`src/rtl/trq_pkg.sv`:
```
package trq_pkg;
  localparam int MODE_W = 4;
  localparam logic [MODE_W-1:0] PSEUDO_MODE = 4'hB;

  // Mode carried with the request: the core wins over single sources.
  function automatic logic [MODE_W-1:0] pick_mode(input logic core_hit,
                                                  input logic src_hit,
                                                  input logic [MODE_W-1:0] cmode);
    if (core_hit) return cmode;
    else if (src_hit) return PSEUDO_MODE;
    else return '0;
  endfunction

  // Occupancy after one more strobe during fill: saturates at the delay.
  function automatic int unsigned fill_next(input int unsigned cnt,
                                            input int unsigned dly);
    return (cnt < dly) ? cnt + 1 : dly;
  endfunction
endpackage

```
`src/rtl/trq_merge.sv`:
```
module trq_merge
  import trq_pkg::*;
#(
  parameter int N_CHAM   = 5,
  parameter int N_BARREL = 2
) (
  input  logic [MODE_W-1:0]   core_mode,
  input  logic                core_en,
  input  logic [N_CHAM-1:0]   cham_hit,
  input  logic [N_CHAM-1:0]   cham_en,
  input  logic [N_BARREL-1:0] barrel_hit,
  input  logic [N_BARREL-1:0] barrel_en,
  output logic                core_hit,
  output logic                src_hit,
  output logic                req,
  output logic [MODE_W-1:0]   mode
);
  localparam int N_SRC = N_CHAM + N_BARREL;

  logic [N_SRC-1:0] src_vec;
  logic [N_SRC-1:0] en_vec;
  logic [N_SRC-1:0] gated;

  assign src_vec = {barrel_hit, cham_hit};
  assign en_vec  = {barrel_en, cham_en};

  for (genvar g = 0; g < N_SRC; g++) begin : g_gate
    assign gated[g] = src_vec[g] & en_vec[g];
  end

  assign core_hit = core_en && (core_mode != '0);
  assign src_hit  = |gated;
  assign req      = core_hit | src_hit;
  assign mode     = pick_mode(core_hit, src_hit, core_mode);
endmodule

```
`src/rtl/trq_delay_line.sv`:
```
module trq_delay_line #(
  parameter int DLY_W = 7,
  parameter int ENT_W = 5
) (
  input  logic             clk,
  input  logic             rst_n,
  input  logic             strobe,
  input  logic [DLY_W-1:0] delay_set,
  input  logic [ENT_W-1:0] in_ent,
  output logic [ENT_W-1:0] out_ent,
  output logic [DLY_W-1:0] count,
  output logic [DLY_W-1:0] delay_q,
  output logic             flush,
  output logic             push,
  output logic             pop
);
  localparam int DEPTH = 1 << DLY_W;

  logic [ENT_W-1:0] mem [DEPTH];
  logic [DLY_W-1:0] wr_ptr;
  logic [DLY_W-1:0] rd_ptr;
  logic             bypass;
  logic [DLY_W-1:0] count_nxt;

  assign flush     = (delay_set != delay_q);
  assign bypass    = strobe && !flush && (delay_q == '0);
  assign push      = strobe && !flush && (delay_q != '0);
  assign pop       = push && (count == delay_q);
  assign count_nxt = DLY_W'(trq_pkg::fill_next(int'(count), int'(delay_q)));

  always_ff @(posedge clk) begin
    if (push) mem[wr_ptr] <= in_ent;
  end

  always_ff @(posedge clk) begin
    if (!rst_n) begin
      delay_q <= '0;
      count   <= '0;
      wr_ptr  <= '0;
      rd_ptr  <= '0;
      out_ent <= '0;
    end else if (flush) begin
      delay_q <= delay_set;
      count   <= '0;
      wr_ptr  <= '0;
      rd_ptr  <= '0;
      out_ent <= '0;
    end else if (bypass) begin
      out_ent <= in_ent;
    end else if (push) begin
      wr_ptr <= wr_ptr + 1'b1;
      count  <= count_nxt;
      if (pop) begin
        rd_ptr  <= rd_ptr + 1'b1;
        out_ent <= mem[rd_ptr];
      end else begin
        out_ent <= '0;
      end
    end
  end
endmodule

```
`src/rtl/trq_top.sv`:
```
module trq_top
  import trq_pkg::*;
#(
  parameter int N_CHAM   = 5,
  parameter int N_BARREL = 2,
  parameter int DLY_W    = 7
) (
  input  logic                  clk,
  input  logic                  rst_n,
  input  logic                  bx_strobe,
  input  logic [MODE_W-1:0]     core_mode,
  input  logic [N_CHAM-1:0]     cham_hit,
  input  logic [N_BARREL-1:0]   barrel_hit,
  input  logic                  core_en,
  input  logic [N_CHAM-1:0]     cham_en,
  input  logic [N_BARREL-1:0]   barrel_en,
  input  logic [DLY_W-1:0]      delay_set,
  output logic                  req_out,
  output logic [MODE_W-1:0]     trk_mode,
  output logic [2*DLY_W+1:0]    cfg_word
);
  localparam int ENT_W = MODE_W + 1;

  logic              mg_core_hit;
  logic              mg_src_hit;
  logic              mg_req;
  logic [MODE_W-1:0] mg_mode;
  logic [ENT_W-1:0]  dl_out;
  logic [DLY_W-1:0]  dl_count;
  logic [DLY_W-1:0]  dl_delay;
  logic              dl_flush;
  logic              dl_push;
  logic              dl_pop;

  trq_merge #(.N_CHAM(N_CHAM), .N_BARREL(N_BARREL)) u_merge (
    .core_mode (core_mode),
    .core_en   (core_en),
    .cham_hit  (cham_hit),
    .cham_en   (cham_en),
    .barrel_hit(barrel_hit),
    .barrel_en (barrel_en),
    .core_hit  (mg_core_hit),
    .src_hit   (mg_src_hit),
    .req       (mg_req),
    .mode      (mg_mode)
  );

  trq_delay_line #(.DLY_W(DLY_W), .ENT_W(ENT_W)) u_line (
    .clk      (clk),
    .rst_n    (rst_n),
    .strobe   (bx_strobe),
    .delay_set(delay_set),
    .in_ent   ({mg_req, mg_mode}),
    .out_ent  (dl_out),
    .count    (dl_count),
    .delay_q  (dl_delay),
    .flush    (dl_flush),
    .push     (dl_push),
    .pop      (dl_pop)
  );

  assign req_out  = dl_out[ENT_W-1];
  assign trk_mode = dl_out[MODE_W-1:0];
  assign cfg_word = {1'b0, dl_count, 1'b0, dl_delay};
endmodule

```
`config.mk`:
```
export PLATFORM = sky130hd
export DESIGN_NAME = trq_top
export DESIGN_NICKNAME = d
export VERILOG_FILES = /design/src/rtl/trq_pkg.sv /design/src/rtl/trq_merge.sv /design/src/rtl/trq_delay_line.sv /design/src/rtl/trq_top.sv
export SDC_FILE = /design/constraint.sdc
export NUM_CORES = 1
export LEC_CHECK = 0
export ABC_AREA = 0
export CAP_MARGIN = 20
export CORE_MARGIN = 8
export CORE_UTILIZATION = 35
export DETAILED_ROUTE_END_ITERATION = 10
export GPL_ROUTABILITY_DRIVEN = 1
export PLACE_DENSITY = 0.49
export SYNTH_ARGS = -nofsm -noshare
export SYNTH_HDL_FRONTEND = slang
export SYNTH_SLANG_ARGS = --single-unit
```
`constraint.sdc`:
```
create_clock -name clk -period 4.8 [get_ports clk]
set_input_delay 0.48 -clock clk [delete_from_list [all_inputs] [get_ports clk]]
set_output_delay 0.48 -clock clk [all_outputs]
set_load 0.03 [all_outputs]
```
Yosys cells after proc, flatten, opt, wreduce, memory -nomap -nowiden:

Memories as Yosys holds them, arrays and structs flattened. A register that Yosys moved wholly into a read port is not among the register bits.
Cells that the tools add are included.
Widths: inputs -> output; s select.

* equality and inequality tests: 2
* reductions and logical operators: 14
* bitwise gates (word level): 10
* add/subtract/negate cells: 3
* multiplexer cells: 10
* magnitude comparators: 1

Operators by type and width (count)
* $add 7x1->7 const B: 3
* $mux 7: 3
* $mux 5: 3
* $mux 4: 2
* $and 1x1->1: 7
* $eq 7x7->1: 1
* $logic_not 7->1: 1
* $lt 7x7->1: 1
* $ne 7x7->1: 1
* $reduce_bool 7->1: 1
* $reduce_or 7->1: 1
* $logic_and 1x1->1: 5
* $reduce_bool 4->1: 1
* $reduce_and 3->1: 1
* $mux 1: 2
* $not 1->1: 2
* $reduce_and 2->1: 1
* $reduce_bool 2->1: 1
* $reduce_or 2->1: 1
* $logic_not 1->1: 1
* $or 1x1->1: 1

* memories: 1
* flip-flop bits (word level): 33
* word-level logic and storage cells: 46
* RAM bits: 640
* output and inout bits: 21
* input bits: 29

Memory list
* u_line.mem: words 128, width 5, rd ports 1, clocked after memory_dff 1, write ports 1, line trq_delay_line.sv:19 `logic [ENT_W-1:0] mem [DEPTH];`

Depth between registers and ports, before layout:

* depth in word-level cells: 8
* depth in mapped cells: 12
* depth with buffers taken out: 9

Hierarchy:

A second synthesis with hierarchy kept.

* cells, all modules: 1463
* area, all modules: 27309.9 µm²

Modules (own cells, without submodules)
* trq_delay_line: sequential area each 20019.2 µm², cells each 1449, area an instance 27188.6 µm², times used 1
* trq_merge: sequential area each 0.0 µm², cells each 11, area an instance 102.6 µm², times used 1
* trq_top: sequential area each 0.0 µm², cells each 3, area an instance 18.8 µm², times used 1

Worst setup path after synthesis:

No wires, ideal clock.

* path type: input -> register
* start: input core_mode[1]
* end: memory u_line.mem[0][0], data pin
* data required time: 4.003 ns
* arrival time: 4.091 ns
* buffers on the path: 0
* stages on the path: 3
* library setup time: 0.797 ns
* setup slack: -0.088 ns
* cell sequence: o41ai_1 nor2_1 nor2_1

* word-level cells in the longest chain between the ends: 3

RTL lines
* start: declaration: line trq_top.sv:11 `input logic [MODE_W-1:0] core_mode,`
* $reduce_bool 4->1: line trq_merge.sv:31 `assign core_hit = core_en && (core_mode != '0);`
* $logic_and 1x1->1: line trq_merge.sv:31
* $mux 4: line trq_pkg.sv:9 `if (core_hit) return cmode;`
* net mg_mode[0]: line trq_top.sv:27 `logic [MODE_W-1:0] mg_mode;`
* end: declaration: line trq_delay_line.sv:19

The timed path passes the listed nets, and every way through them passes these cells.

Final worst setup path:

* start: register u_line.delay_q[5]
* end: memory u_line.mem[72][2] (enable)

* word-level cells in the longest chain between the ends: 6
* elaborated cells between the ends (all ways): 7
* those cells by class: 1 x eq/ne; 2 x mux; 4 x reduce/logical

RTL lines
* start: declaration: line trq_delay_line.sv:12 `output logic [DLY_W-1:0] delay_q,`
* start signal: assignment: line trq_delay_line.sv:43 `delay_q <= delay_set;`
* $ne 7x7->1: line trq_delay_line.sv:25 `assign flush = (delay_set != delay_q);`
* $logic_not 1->1: line trq_delay_line.sv:27 `assign push = strobe && !flush && (delay_q != '0);`
* $logic_and 1x1->1: line trq_delay_line.sv:27
* $logic_and 1x1->1 (*): line trq_delay_line.sv:27
* $mux 1 (*): line trq_delay_line.sv:32 `if (push) mem[wr_ptr] <= in_ent;`
* $mux 1 (implied by the code) (*): line trq_delay_line.sv:32

Mark *: on every way between the ends. The rest lies on a longest branch, timed or not.

==> impl_metrics.json <==
{
  "run_status": "finished clean",
  "clk_pin_slew_ns": 0.06,
  "synthTopCellsByArea": "edfxtp_1 (71%), mux4_2 (12%), dfxtp_1 (3.0%)",
  "timing.fmax_mhz": 281,
  "ant_nets": 0,
  "synth_top_cell_area_share": 0.709,
  "crit_start": "u_line.delay_q[5]",
  "cts_root_buf": "clkbuf_16",
  "tightestPinTransition_ns": 1.03,
  "h-tree-depth": 3,
  "first_pass_iters": 5,
  "ys_types": 58,
  "worst-setup-path-type": "register to register",
  "maxSlewHeadroom": 0.312,
  "setup_tns_ns": 0,
  "yosysTopAreaCell": "edfxtp_1",
  "critPathSlowestCell": "nand2_1",
  "totalPowerFinal_mw": 12.1,
  "syn_area_sq_um": 27100,
  "rows": 102,
  "required_ns": 5.06,
  "synth_edf_count": 640,
  "num_vias": 13936,
  "crit_path_end_kind": "register",
  "die_area_sq_um": 86600,
  "worstSkewPairLatency_ns": 0.61,
  "fin_area_sq_um": 31100,
  "drive_gt1_frac": 0.199,
  "final_cell_mix": "edfxtp_1 (640), nor2_1 (170), mux4_2 (142)",
  "drv_cap": 0,
  "ys_seq_area_frac": 0.739,
  "coreArea_sq_um": 77100,
  "die_w_microns": 294,
  "grt_overflow": 0,
  "leakage_nw": 9.86,
  "io_pins": 50,
  "worstReg2RegStart": "u_line.delay_q[5]",
  "syn_avg_cell_area_sq_um": 18.8,
  "start_kind": "register",
  "postCtsSetupBuffers": 0,
  "first_iter_violations": 1419,
  "cp_common_cell": "nor2_1",
  "holdBufCountCts": 0,
  "fin_crit_ns": 3.55,
  "hold_violations": 0,
  "finalSetupViolCount": 0,
  "antenna_found_initial": 1,
  "pre_cts_slack_ns": 0.750,
  "fin_ws_ns": 1.25,
  "fin_cells": 2622,
  "post_cts_resize_count": 0,
  "initial_utilization": 0.352,
  "cts_buffers": 73,
  "place_area_sq_um": 28900,
  "yosys_warnings": 0,
  "layout_commonest_cell": "edfxtp_1",
  "holdCritPathClass": "primary input to register",
  "worstPathMaxFanout": 12,
  "place_congestion": 0.800,
  "hold_start": "delay_set[6]",
  "syn_inst": 1438,
  "tritoncts": "built",
  "wl_microns": 70700,
  "skew_ns": 0.0199,
  "track_usage": 0.163,
  "wire_per_inst_microns": 27.0,
  "grt_pass1_wl_microns": 103000,
  "grt_max_degree": 129,
  "port_buffers": 47,
  "nNetsFinal": 1563,
  "slew_violations": 0,
  "clock-sinks": 680,
  "ys.flop_type": "edfxtp_1",
  "vdd_ir_drop_max_v": 0.000261,
  "worstPathArrival_ns": 3.81,
  "ys_ff_latch": 680,
  "dp_cells": 2489,
  "die_h_microns": 294,
  "slowest_delay_ns": 0.56,
  "grt_pass1_vias": 14427,
  "dp.final_hpwl_microns": 44400,
  "period_share": 0.740,
  "async_reset_ff_frac": 0,
  "path_cells": "xnor2_1 -> nand4_1 -> nor2_1 -> nand3_1 -> nor2_1 -> nand2_1 -> buf_4 -> nor2_1",
  "power-per-cell-area_nw_per_um2": 388,
  "rsz0062_at_grt": "no",
  "via_per_inst": 5.32,
  "post-route-drc-count": 0,
  "area_delta_synth_final_pct": 14.8,
  "cts_buffer_depth": 3
}
## synth_stat cells, types with 4 or more instances
master,number
o22ai_1,11
mux4_2,142
nand3_1,22
a31oi_1,11
nor2b_1,14
xor2_1,9
a22oi_1,27
xnor2_1,9
o21a_1,4
buf_2,21
nor3_1,13
nor2_1,175
a21oi_1,16
o221ai_1,4
a22o_1,16
a221oi_1,16
buf_6,12
clkbuf_1,33
mux2_2,6
nand2b_1,6
ha_1,10
dfxtp_1,40
nand2_1,50
and2_1,15
buf_4,7
mux2i_1,21
nand4_1,8
inv_1,10
mux4_1,15
o211ai_1,4
o21ai_0,8
edfxtp_1,640
## stage by stage
step                utilization  hold WS, ns
finish                    0.404        0.494
global route              0.404        0.480
CTS                       0.404        0.457
detailed placement        0.375        0.489
global placement          0.374        0.490
floorplan                     -        0.472
## worst max-delay path: cells and delay by family (launching register included)
family,cells,cell delay (ns)
xor gates and xnor gates,1,0.16
buffers and inverters,1,0.41
DFF,1,0.47
and+or+nand+nor,6,2.13
## flip-flops by register name, summed over array words and instances (netlist names), named ones only
name,flops
u_line.out_ent,5
u_line.rd_ptr,7
u_line.wr_ptr,7
u_line.delay_q,7
u_line.count,7
u_line.mem,640
## worst paths after layout
kind	depth (start not counted)	slack, ns	to
min reg2reg	2	0.50	u_line.rd_ptr[6]
min	2	0.49	u_line.delay_q[6]
max	8	1.25	u_line.mem[72][2]
max reg2reg	8	1.25	u_line.mem[72][2]
## logic make-up (layout without fill, tap and decap cells)
logic type / Yosys count / count (layout) / share of synthesized area
AOI/OAI and AO/OA: 133 / 133 / 0.0360
DFF: 680 / 680 / 0.739
buffers and inverters: 92 / 234 / 0.0201
other: 1 / 3 / 0.000138
xor gates and xnor gates: 18 / 18 / 0.00582
adders and majority gates: 10 / 10 / 0.00462
and+or+nand+nor: 320 / 320 / 0.0520
muxes: 184 / 184 / 0.143
## cell type report
class | count | area [sq um]
clock buffers | 91 | 1930
inverters | 11 | 46.3
fillers | 6929 | 46000
clock inverters | 41 | 315
well taps | 1040 | 1300
multi-input cells | 667 | 6590
diodes | 1 | 2.50
flip-flops and latches | 680 | 20000
repair buffers | 91 | 926
## metal layers
metal	vias to the layer above	wire (microns)	global-route usage
li1	6006	-	-
met1	7335	31000	0.225
met2	473	33300	0.258
met3	120	4240	0.0313
met4	2	2110	0.0563
met5	-	9	0
## report_power, final
| group | switching [mW] | internal, mW | leakage (nW) |
|---|---|---|---|
| sequential | 0.00561 | 6.51 | 6.66 |
| combinational | 0.172 | 0.0610 | 2.10 |
| clock | 2.29 | 3.03 | 1.10 |
Power figures use the tool's default switching activity.
